`src/rtl/uart_trim_pkg.sv`:
```
package uart_trim_pkg;

  localparam int MAX_POS  = 12;
  localparam int POS_W    = 4;
  localparam int SUB_W    = 5;
  localparam int TRIM_W   = 2 * MAX_POS;

  typedef enum logic [1:0] {ST_IDLE, ST_SEND, ST_BRK} tx_state_t;

  typedef struct packed {
    logic [7:0]        data;
    logic [5:0]        fmt;
    logic [TRIM_W-1:0] trim;
  } frame_cfg_t;

  // number of data bits for a length code
  function automatic logic [POS_W-1:0] data_bits(input logic [1:0] code);
    return 4'd5 + {2'b00, code};
  endfunction

  function automatic logic parity_on(input logic [5:0] fmt);
    return fmt[5];
  endfunction

  // total positions: start + data + parity + stop(s)
  function automatic logic [POS_W-1:0] frame_len(input logic [5:0] fmt);
    return 4'd1 + data_bits(fmt[1:0]) + {3'b000, parity_on(fmt)}
         + (fmt[2] ? 4'd2 : 4'd1);
  endfunction

  function automatic logic parity_value(input logic [2:0] pm,
                                        input logic [7:0] d,
                                        input logic [1:0] len);
    logic [7:0] mask;
    logic [7:0] used;
    mask = 8'hFF >> (3'd3 - {1'b0, len});
    used = d & mask;
    case (pm)
      3'd4:    return ~(^used);
      3'd5:    return ^used;
      3'd6:    return 1'b1;
      3'd7:    return 1'b0;
      default: return 1'b1;
    endcase
  endfunction

  // line level for a frame position
  function automatic logic frame_bit(input logic [POS_W-1:0] pos,
                                     input logic [7:0]       d,
                                     input logic [5:0]       fmt);
    logic [POS_W-1:0] nd;
    nd = data_bits(fmt[1:0]);
    if (pos == '0) return 1'b0;
    if (pos <= nd) return d[3'(pos - 4'd1)];
    if (parity_on(fmt) && (pos == nd + 4'd1))
      return parity_value(fmt[5:3], d, fmt[1:0]);
    return 1'b1;
  endfunction

  // sub-ticks in one bit for a trim code
  function automatic logic [SUB_W-1:0] trim_len(input logic [1:0] code);
    case (code)
      2'd1:    return 5'd17;
      2'd3:    return 5'd15;
      default: return 5'd16;
    endcase
  endfunction

endpackage

```
`src/rtl/tx_subtick_gen.sv`:
```
module tx_subtick_gen #(
  parameter int DIV_W = 12
) (
  input  logic             clk,
  input  logic             rst_n,
  input  logic             run,
  input  logic [DIV_W-1:0] div,
  output logic             sub_tick
);
  logic [DIV_W-1:0] cnt_q;

  assign sub_tick = run && (cnt_q == div);

  always_ff @(posedge clk or negedge rst_n) begin
    if (!rst_n)        cnt_q <= '0;
    else if (!run)     cnt_q <= '0;
    else if (sub_tick) cnt_q <= '0;
    else               cnt_q <= cnt_q + 1'b1;
  end
endmodule

```
`src/rtl/tx_bit_timer.sv`:
```
module tx_bit_timer
  import uart_trim_pkg::*;
(
  input  logic             clk,
  input  logic             rst_n,
  input  logic             run,
  input  logic             sub_tick,
  input  logic [SUB_W-1:0] target,
  output logic             bit_done
);
  logic [SUB_W-1:0] sub_q;

  assign bit_done = sub_tick && (sub_q == target - 5'd1);

  always_ff @(posedge clk or negedge rst_n) begin
    if (!rst_n)        sub_q <= '0;
    else if (!run)     sub_q <= '0;
    else if (bit_done) sub_q <= '0;
    else if (sub_tick) sub_q <= sub_q + 5'd1;
  end
endmodule

```
`src/rtl/tx_frame_seq.sv`:
```
module tx_frame_seq
  import uart_trim_pkg::*;
#(
  parameter int DIV_W = 12
) (
  input  logic              clk,
  input  logic              rst_n,
  input  logic [7:0]        tx_data,
  input  logic              tx_valid,
  input  logic [DIV_W-1:0]  divisor,
  input  logic [5:0]        fmt_word,
  input  logic              brk_req,
  input  logic [TRIM_W-1:0] trim_vec,
  input  logic              bit_done,
  output logic              tx_ready,
  output logic              frame_busy,
  output logic              brk_hold,
  output logic              last_bit,
  output logic [DIV_W-1:0]  div_q,
  output logic [SUB_W-1:0]  bit_target,
  output logic              txd
);
  tx_state_t        state_q;
  frame_cfg_t       cfg_q;
  logic [POS_W-1:0] pos_q;
  logic [POS_W-1:0] n_pos;
  logic [1:0]       code_at [MAX_POS];
  logic             accept;
  logic             txd_q;

  genvar g;
  generate
    for (g = 0; g < MAX_POS; g++) begin : g_trim
      assign code_at[g] = cfg_q.trim[2*g +: 2];
    end
  endgenerate

  assign n_pos      = frame_len(cfg_q.fmt);
  assign frame_busy = (state_q == ST_SEND);
  assign brk_hold   = (state_q == ST_BRK);
  assign last_bit   = frame_busy && (pos_q == n_pos - 4'd1);
  assign tx_ready   = (state_q == ST_IDLE) && !brk_req;
  assign accept     = tx_valid && tx_ready;
  assign bit_target = trim_len(code_at[pos_q]);
  assign txd        = txd_q;

  always_ff @(posedge clk or negedge rst_n) begin
    if (!rst_n) begin
      state_q <= ST_IDLE;
      cfg_q   <= '0;
      div_q   <= '0;
      pos_q   <= '0;
      txd_q   <= 1'b1;
    end else begin
      case (state_q)
        ST_IDLE: begin
          if (accept) begin
            cfg_q   <= '{data: tx_data, fmt: fmt_word, trim: trim_vec};
            div_q   <= divisor;
            pos_q   <= '0;
            txd_q   <= 1'b0;
            state_q <= ST_SEND;
          end else if (brk_req) begin
            txd_q   <= 1'b0;
            state_q <= ST_BRK;
          end
        end
        ST_SEND: begin
          if (bit_done) begin
            if (last_bit) begin
              txd_q   <= !brk_req ? 1'b1 : 1'b0;
              state_q <= brk_req ? ST_BRK : ST_IDLE;
            end else begin
              pos_q <= pos_q + 4'd1;
              txd_q <= frame_bit(pos_q + 4'd1, cfg_q.data, cfg_q.fmt);
            end
          end
        end
        ST_BRK: begin
          if (!brk_req) begin
            txd_q   <= 1'b1;
            state_q <= ST_IDLE;
          end
        end
        default: state_q <= ST_IDLE;
      endcase
    end
  end
endmodule

```
`src/rtl/uart_trim_tx.sv`:
```
module uart_trim_tx
  import uart_trim_pkg::*;
#(
  parameter int DIV_W = 12
) (
  input  logic              clk,
  input  logic              rst_n,
  input  logic [7:0]        tx_data,
  input  logic              tx_valid,
  output logic              tx_ready,
  input  logic [DIV_W-1:0]  divisor,
  input  logic [5:0]        fmt_word,
  input  logic              brk_req,
  input  logic [TRIM_W-1:0] trim_vec,
  output logic              txd,
  output logic              tx_empty
);
  logic             frame_busy;
  logic             brk_hold;
  logic             last_bit;
  logic             sub_tick;
  logic             bit_done;
  logic [DIV_W-1:0] div_q;
  logic [SUB_W-1:0] bit_target;

  tx_frame_seq #(.DIV_W(DIV_W)) seq_i (
    .clk        (clk),
    .rst_n      (rst_n),
    .tx_data    (tx_data),
    .tx_valid   (tx_valid),
    .divisor    (divisor),
    .fmt_word   (fmt_word),
    .brk_req    (brk_req),
    .trim_vec   (trim_vec),
    .bit_done   (bit_done),
    .tx_ready   (tx_ready),
    .frame_busy (frame_busy),
    .brk_hold   (brk_hold),
    .last_bit   (last_bit),
    .div_q      (div_q),
    .bit_target (bit_target),
    .txd        (txd)
  );

  tx_subtick_gen #(.DIV_W(DIV_W)) tick_i (
    .clk      (clk),
    .rst_n    (rst_n),
    .run      (frame_busy),
    .div      (div_q),
    .sub_tick (sub_tick)
  );

  tx_bit_timer timer_i (
    .clk      (clk),
    .rst_n    (rst_n),
    .run      (frame_busy),
    .sub_tick (sub_tick),
    .target   (bit_target),
    .bit_done (bit_done)
  );

  assign tx_empty = !frame_busy && !tx_valid;
endmodule

```
`config.mk`:
```
export PLATFORM = sky130hd
export DESIGN_NAME = uart_trim_tx
export DESIGN_NICKNAME = d
export VERILOG_FILES = /design/src/rtl/uart_trim_pkg.sv /design/src/rtl/tx_subtick_gen.sv /design/src/rtl/tx_bit_timer.sv /design/src/rtl/tx_frame_seq.sv /design/src/rtl/uart_trim_tx.sv
export SDC_FILE = /design/constraint.sdc
export NUM_CORES = 1
export LEC_CHECK = 0
export BUFFER_PORTS_ARGS = -buffer_cell sky130_fd_sc_hd__buf_2
export CAP_MARGIN = 10
export CORE_MARGIN = 1
export CORE_UTILIZATION = 53
export CTS_CLUSTER_DIAMETER = 30
export DETAILED_ROUTE_END_ITERATION = 8
export PLACE_DENSITY_LB_ADDON = 0.3
export SYNTH_ARGS = -nofsm -noshare
export SYNTH_HDL_FRONTEND = slang
export SYNTH_HIERARCHICAL = 1
export SYNTH_SLANG_ARGS = --single-unit
```
`constraint.sdc`:
```
create_clock -name clk -period 3.3 [get_ports clk]
set_clock_uncertainty 0.05 [all_clocks]
set_input_delay 0.495 -clock clk [delete_from_list [all_inputs] [get_ports clk]]
set_output_delay 0.495 -clock clk [all_outputs]
set_load 0.05 [all_outputs]
```
==> results of run 1 <==
==> layer usage <==
| metal | GRT usage (%) | vias up |
|---|---|---|
| li1 | - | 1429 |
| met1 | 25.2 | 1439 |
| met2 | 36.2 | 52 |
| met3 | 5.58 | 14 |
| met4 | 8.72 | 0 |
| met5 | 0 | - |
==> sequential cells by signal, indices dropped and copies added (netlist names) <==
| register | flops |
|---|---|
| seq_i/cfg_q | 38 |
| seq_i/div_q | 12 |
| tick_i/cnt_q | 12 |
| timer_i/sub_q | 5 |
| seq_i/pos_q | 4 |
| seq_i/state_q | 2 |
| seq_i/txd | 1 |
==> worst max-delay path: stages, from the launching register on <==
cell and delay [ps]:
dfrtp_2 490, buf_6 130, mux4_2 470, nand2_1 80
a21oi_1 60, o21a_1 200, buf_6 150, buf_4 150
nor4_4 270, a31oi_2 70, nor2_2 160, nor2b_2 80
a2111oi_4 310, nand3_1 160, a31oi_1 170, o2111ai_1 130
o311ai_1 90
==> per-stage QoR <==
| step | util [%] | worst slack [ps] | total power, uW | instance area (um^2) | cells |
|---|---|---|---|---|---|
| 6_report | 65.8 | -22.9 | 5230 | 5160 | 544 |
| 5_1_grt | 65.8 | -288 | 5620 | 5160 | 544 |
| 4_1_cts | 64.5 | -71.8 | 5070 | 5060 | 542 |
| 3_5_place_dp | 61.1 | -137 | 4280 | 4790 | 517 |
| 3_3_place_gp | 61.1 | -9.47 | 4150 | 4790 | 517 |
| 2_1_floorplan | - | -2.70 | 3700 | 4370 | 358 |
==> worst paths after layout <==
kind,startpoint,to
setup / recovery,seq_i/pos_q[0],seq_i/txd
hold / removal,rst_n,timer_i/sub_q[2]
setup reg to reg,seq_i/pos_q[0],seq_i/txd
hold reg to reg,seq_i/cfg_q[12],seq_i/cfg_q[12]
max in group asynchronous,rst_n,seq_i/cfg_q[24]
min in group clk,fmt_word[2],seq_i/cfg_q[26]
==> power breakdown <==
part	internal, uW	switching, uW	leakage (uW)	total, uW
Combinational	1690	1430	0.00130	3110
Sequential	1270	287	0.000918	1550
Clock	265	297	0.0000733	562
Total	3220	2010	0.00229	5230
==> repair_timing <==
action / 4_1_cts / 5_1_grt
pin swaps: 8 / 10
hold endpoints to repair: 0 / 0
resized for setup: 12 / 10
setup endpoints to repair: 1 / 11
buffers inserted: 11 / 5
==> cell type report <==
class	count	share of cell area [%]
Timing Repair Buffer	85	10.1
Clock inverter	1	0.0970
Multi-Input combinational cell	247	47.1
Tap cell	102	2.47
Inverter	22	1.60
Clock buffer	13	2.69
Sequential cell	74	36.0
==> layout by cell type, fill, tap and decap left out, types with 3 or more instances in the layout <==
cell      instances
xnor2_2           7
nand3_2           3
nand3_1           9
nor2_1            7
mux2_2           51
nand4_1           7
nor3b_1           3
nor2_2            5
xor2_1           11
nor3b_2           5
buf_6             3
inv_1            22
a21o_1            4
o21a_1            3
mux4_2            6
mux2i_1           4
nand2_1          19
a21oi_1           5
xnor2_1          26
buf_4            25
clkbuf_1          4
clkbuf_8          9
dfrtp_1          71
buf_2            56
nand2b_1          5
o21ai_0           4
ha_1             19
==> metrics.txt, run 1 <==
Detail Placement HPWL 5890 um; fin nets 514; vias in the first global route 3,081; Worst-path clk slew ~70 ps; TritonRoute pass-1 iters 4; Clock Latency Late Sink 340 ps; I/O pin cnt 57; multi-input logic area between 2000 and 2500 um^2; Vias 2,934; met3 WL 257 um; Mean Syn Cell Area 12.2 um^2; DRT iter0 DRCs 113; CP Max Fanout 7; post-layout min period 3320 ps; initial antenna violation count 0; flop-to-flop setup slack -20 ps; RSZ-0062 raised after global routing true; Setup TNS -22.9 ps; row count 32; outcome finished with violations; via/cell ratio 5.39; final worst setup slack -22.9 ps; H-tree Lvls 3; Final Wtd Congestion between 0.7 and 0.8; # DRC 0; WL/cell 15.1 um; Cells after Synth 358; Max Cap Viol 0; CTS tree yes; VDD IR max 550 uV; Setup crit end kind register; Hold Vio Cnt, Final 0; number of antenna-violating nets in the routed design 0; CP Data Arrival Time 3520 ps; Area Overhead vs Synth 18.2%; Peak Freq 301 MHz; Die Y 92.8 um; # diodes 0; worst min-delay path category in2async; worst slew pin tran 531 ps; Hold WS 82.3 ps; total gr overflow 0; CTS sink cnt 74; P per Cell Area approximately 1000 nW/um^2; Die X 92.8 um; Starting Density 55.6%; final max-slew violation count 0; violated checks negative setup slack; CTS Buffer Depth 2; CP Launch Type register; Die ar. ~8600 um^2; total core area 7850 um^2; worst endpoint required time 3500 ps; register area 1860 um^2; final WL just over 8000 um; met2 routed WL 4270 um; Worst Setup Path Type reg2reg; relative slew slack about 65%; Tot GR Track Use 21.1%; largest net degree at the start of global routing 51; CTS Buf Count 9; syn nets 433; Reg2Reg Depth 16; clock root cell clkbuf_8; global-route wire length before repair between 10,000 and 15,000 um; top routing layer in use met4; Fillers between 600 and 700; port bufs 56; final setup vio count 1; Tcrit/Tclk final 101%; Leak 0.00229 uW; mapped cell area 4370 um^2; cts-stage hold buffer count 0; layout cells sized above 1 44.3%; synth warn 6; Routed met1 length 3550 um
Note: power is estimated with default switching activity, not from simulation.
==> run 2, diff against run 1 <==
--- a/config.mk
+++ b/config.mk
@@ -9,8 +9,9 @@
 export CAP_MARGIN = 10
 export CORE_MARGIN = 1
 export CORE_UTILIZATION = 53
-export CTS_CLUSTER_DIAMETER = 30
+export CTS_CLUSTER_DIAMETER = 200
 export DETAILED_ROUTE_END_ITERATION = 8
+export HOLD_SLACK_MARGIN = 0.12
 export PLACE_DENSITY_LB_ADDON = 0.3
 export SYNTH_ARGS = -nofsm -noshare
 export SYNTH_HDL_FRONTEND = slang
==> metrics.txt, run 2 (synthesized netlist as in run 1, its figures left out) <==
outcome finished with violations; violated checks negative setup slack; worst endpoint required time 3500 ps (about the same); initial antenna violation count 0 (unchanged); Regs by FF count seq_i/cfg_q (38), seq_i/div_q (12), tick_i/cnt_q (12); Leak 0.00230 uW (+0.18%); Tot GR Track Use 21.1% (unchanged); Clock Latency Late Sink 340 ps (about the same); CTS Buf Count 9 (unchanged); H-tree Lvls 3 (unchanged); vias in the first global route 3,081 (unchanged); commonest non-fill, non-tap cell in the layout dfrtp_1; row count 32 (unchanged); Area Overhead vs Synth 18.4%; final setup vio count 1 (unchanged); largest net degree at the start of global routing 51 (unchanged); layout cells sized above 1 44.2% (-0.10 points); final WL 8270 um (+0.52%); final max-slew violation count 0 (unchanged); Die ar. 8610 um^2 (unchanged); VDD IR max 551 uV (+0.19%); CTS tree yes; Worst path most repeated cell buf_6; Tcrit/Tclk final 101% (about the same); worst r2r dst seq_i/txd; Placed Area 4790 um^2 (unchanged); Setup crit end kind register; worst min-delay path category in2reg; CP Max Fanout 7 (unchanged); RSZ-0062 raised after global routing true; Worst Setup Path Type reg2reg; Crit-path slowest cell dfrtp_2; WL/cell 15.2 um (+0.34%); total core area 7850 um^2 (unchanged); CP Data Arrival Time 3520 ps (about the same); I/O pin cnt 57 (unchanged); Post-Layout Inst Area 5170 um^2 (+0.19%); Vias 2,944 (+0.34%); number of antenna-violating nets in the routed design 0 (unchanged); Setup TNS -22.1 ps (+0.827 ps); port bufs 56 (unchanged); # DRC 0 (unchanged); P per Cell Area 1010 nW/um^2 (about the same); most frequent cells in the layout 71 x dfrtp_1, 56 x buf_2, 51 x mux2_2; Reg2Reg Depth 16 (unchanged); Peak Freq 301 MHz (about the same); final worst setup slack -22.1 ps (+0.827 ps); Starting Density 55.6% (unchanged); Reg-to-Reg Start seq_i/pos_q[0]; Hold Startpoint fmt_word[2]; fin nets 515 (+0.19%); relative slew slack 64.6% (about the same); Detail Placement HPWL 5890 um (unchanged); total gr overflow 0 (unchanged); Die Y 92.8 um (unchanged); via/cell ratio 5.40 (+0.16%); Die X 92.8 um (unchanged); hold depth 2; max incr delay on CP 490 ps (about the same); CP Launch Type register; WHS Endpoint seq_i/cfg_q[26]; Hold Vio Cnt, Final 0 (unchanged); Worst-path clk slew 70 ps (about the same); Top reg by flops seq_i/cfg_q; Hold WS 328 ps (+246 ps); global-route wire length before repair 14,100 um (unchanged); # diodes 0 (unchanged); CP Cell Sequence buf_6 > mux4_2 > nand2_1 > a21oi_1 > o21a_1 > buf_6 > buf_4 > nor4_4 > a31oi_2 > nor2_2 > nor2b_2 > a2111oi_4 > nand3_1 > a31oi_1 > o2111ai_1 > o311ai_1; CTS Buffer Depth 2 (unchanged); CTS sink cnt 74 (unchanged); clock root cell clkbuf_8; Finished Core Util 65.9% (+0.13 points); worst slew pin tran 531 ps (-0.0242 ps); DRT iter0 DRCs 108 (-4.4%); TritonRoute pass-1 iters 5 (+1); Max Cap Viol 0 (unchanged); max reg flops 38 (unchanged); post-layout min period 3320 ps (-0.827 ps); Final Wtd Congestion 0.792 (unchanged); flop-to-flop setup slack -20 ps (about the same)
run 2: layout make-up:
type / count / area, um^2
clock buffers: 13 / 139
clock inverters: 1 / 5.00
fillers: 624 / 2680
inverters: 22 / 82.6
multi-input cells: 247 / 2430
flip-flops and latches: 74 / 1860
well taps: 102 / 128
repair buffers: 86 / 532
run 2: where the power goes:
part | internal (uW) | switching [uW]
combinational | 1690 | 1430
sequential | 1270 | 287
clock | 265 | 298
run 2: repair_timing:
action                                  CTS  global route
resized for setup                        12            10
hold endpoints to repair                  0            18
pin swaps                                 8            10
setup buffers                            11             5
hold buffers                              0             1
endpoints found under the setup margin    1            11
run 2: worst max-delay path by stage:
stage,startpoint,cells after the start,endpoint
finish,seq_i/pos_q[0],16,seq_i/txd
global route,seq_i/pos_q[0],15,seq_i/txd
CTS,seq_i/pos_q[0],16,seq_i/txd
detailed placement,seq_i/pos_q[0],15,seq_i/txd
global placement,seq_i/pos_q[0],16,seq_i/txd
floorplan,seq_i/pos_q[0],16,seq_i/txd
run 2: routing by layer:
metal | GRT usage, % | wire, um | part of all wire, %
met1 | 25.2 | 3600 | 44
met2 | 36.2 | 4260 | 51
met3 | 5.58 | 257 | 3.1
met4 | 8.72 | 153 | 1.8
met5 | 0 | 0 | 0
run 2: stage by stage:
| step | power [uW] | worst slack (ps) | cells |
|---|---|---|---|
| floorplan | 3700 | -2.70 | 358 |
| global placement | 4150 | -9.47 | 517 |
| detailed placement | 4280 | -137 | 517 |
| CTS | 5070 | -71.8 | 542 |
| global route | 5620 | -288 | 545 |
| finish | 5240 | -22.1 | 545 |
run 2: worst max-delay path: cells and delay by family (launching register included):
| family | cells | cell delay (ps) |
|---|---|---|
| AO/OA/AOI/OAI | 7 | 1030 |
| AND/OR/NAND/NOR | 5 | 750 |
| flip-flops | 1 | 490 |
| multiplexers | 1 | 470 |
| buffers and inverters | 3 | 430 |
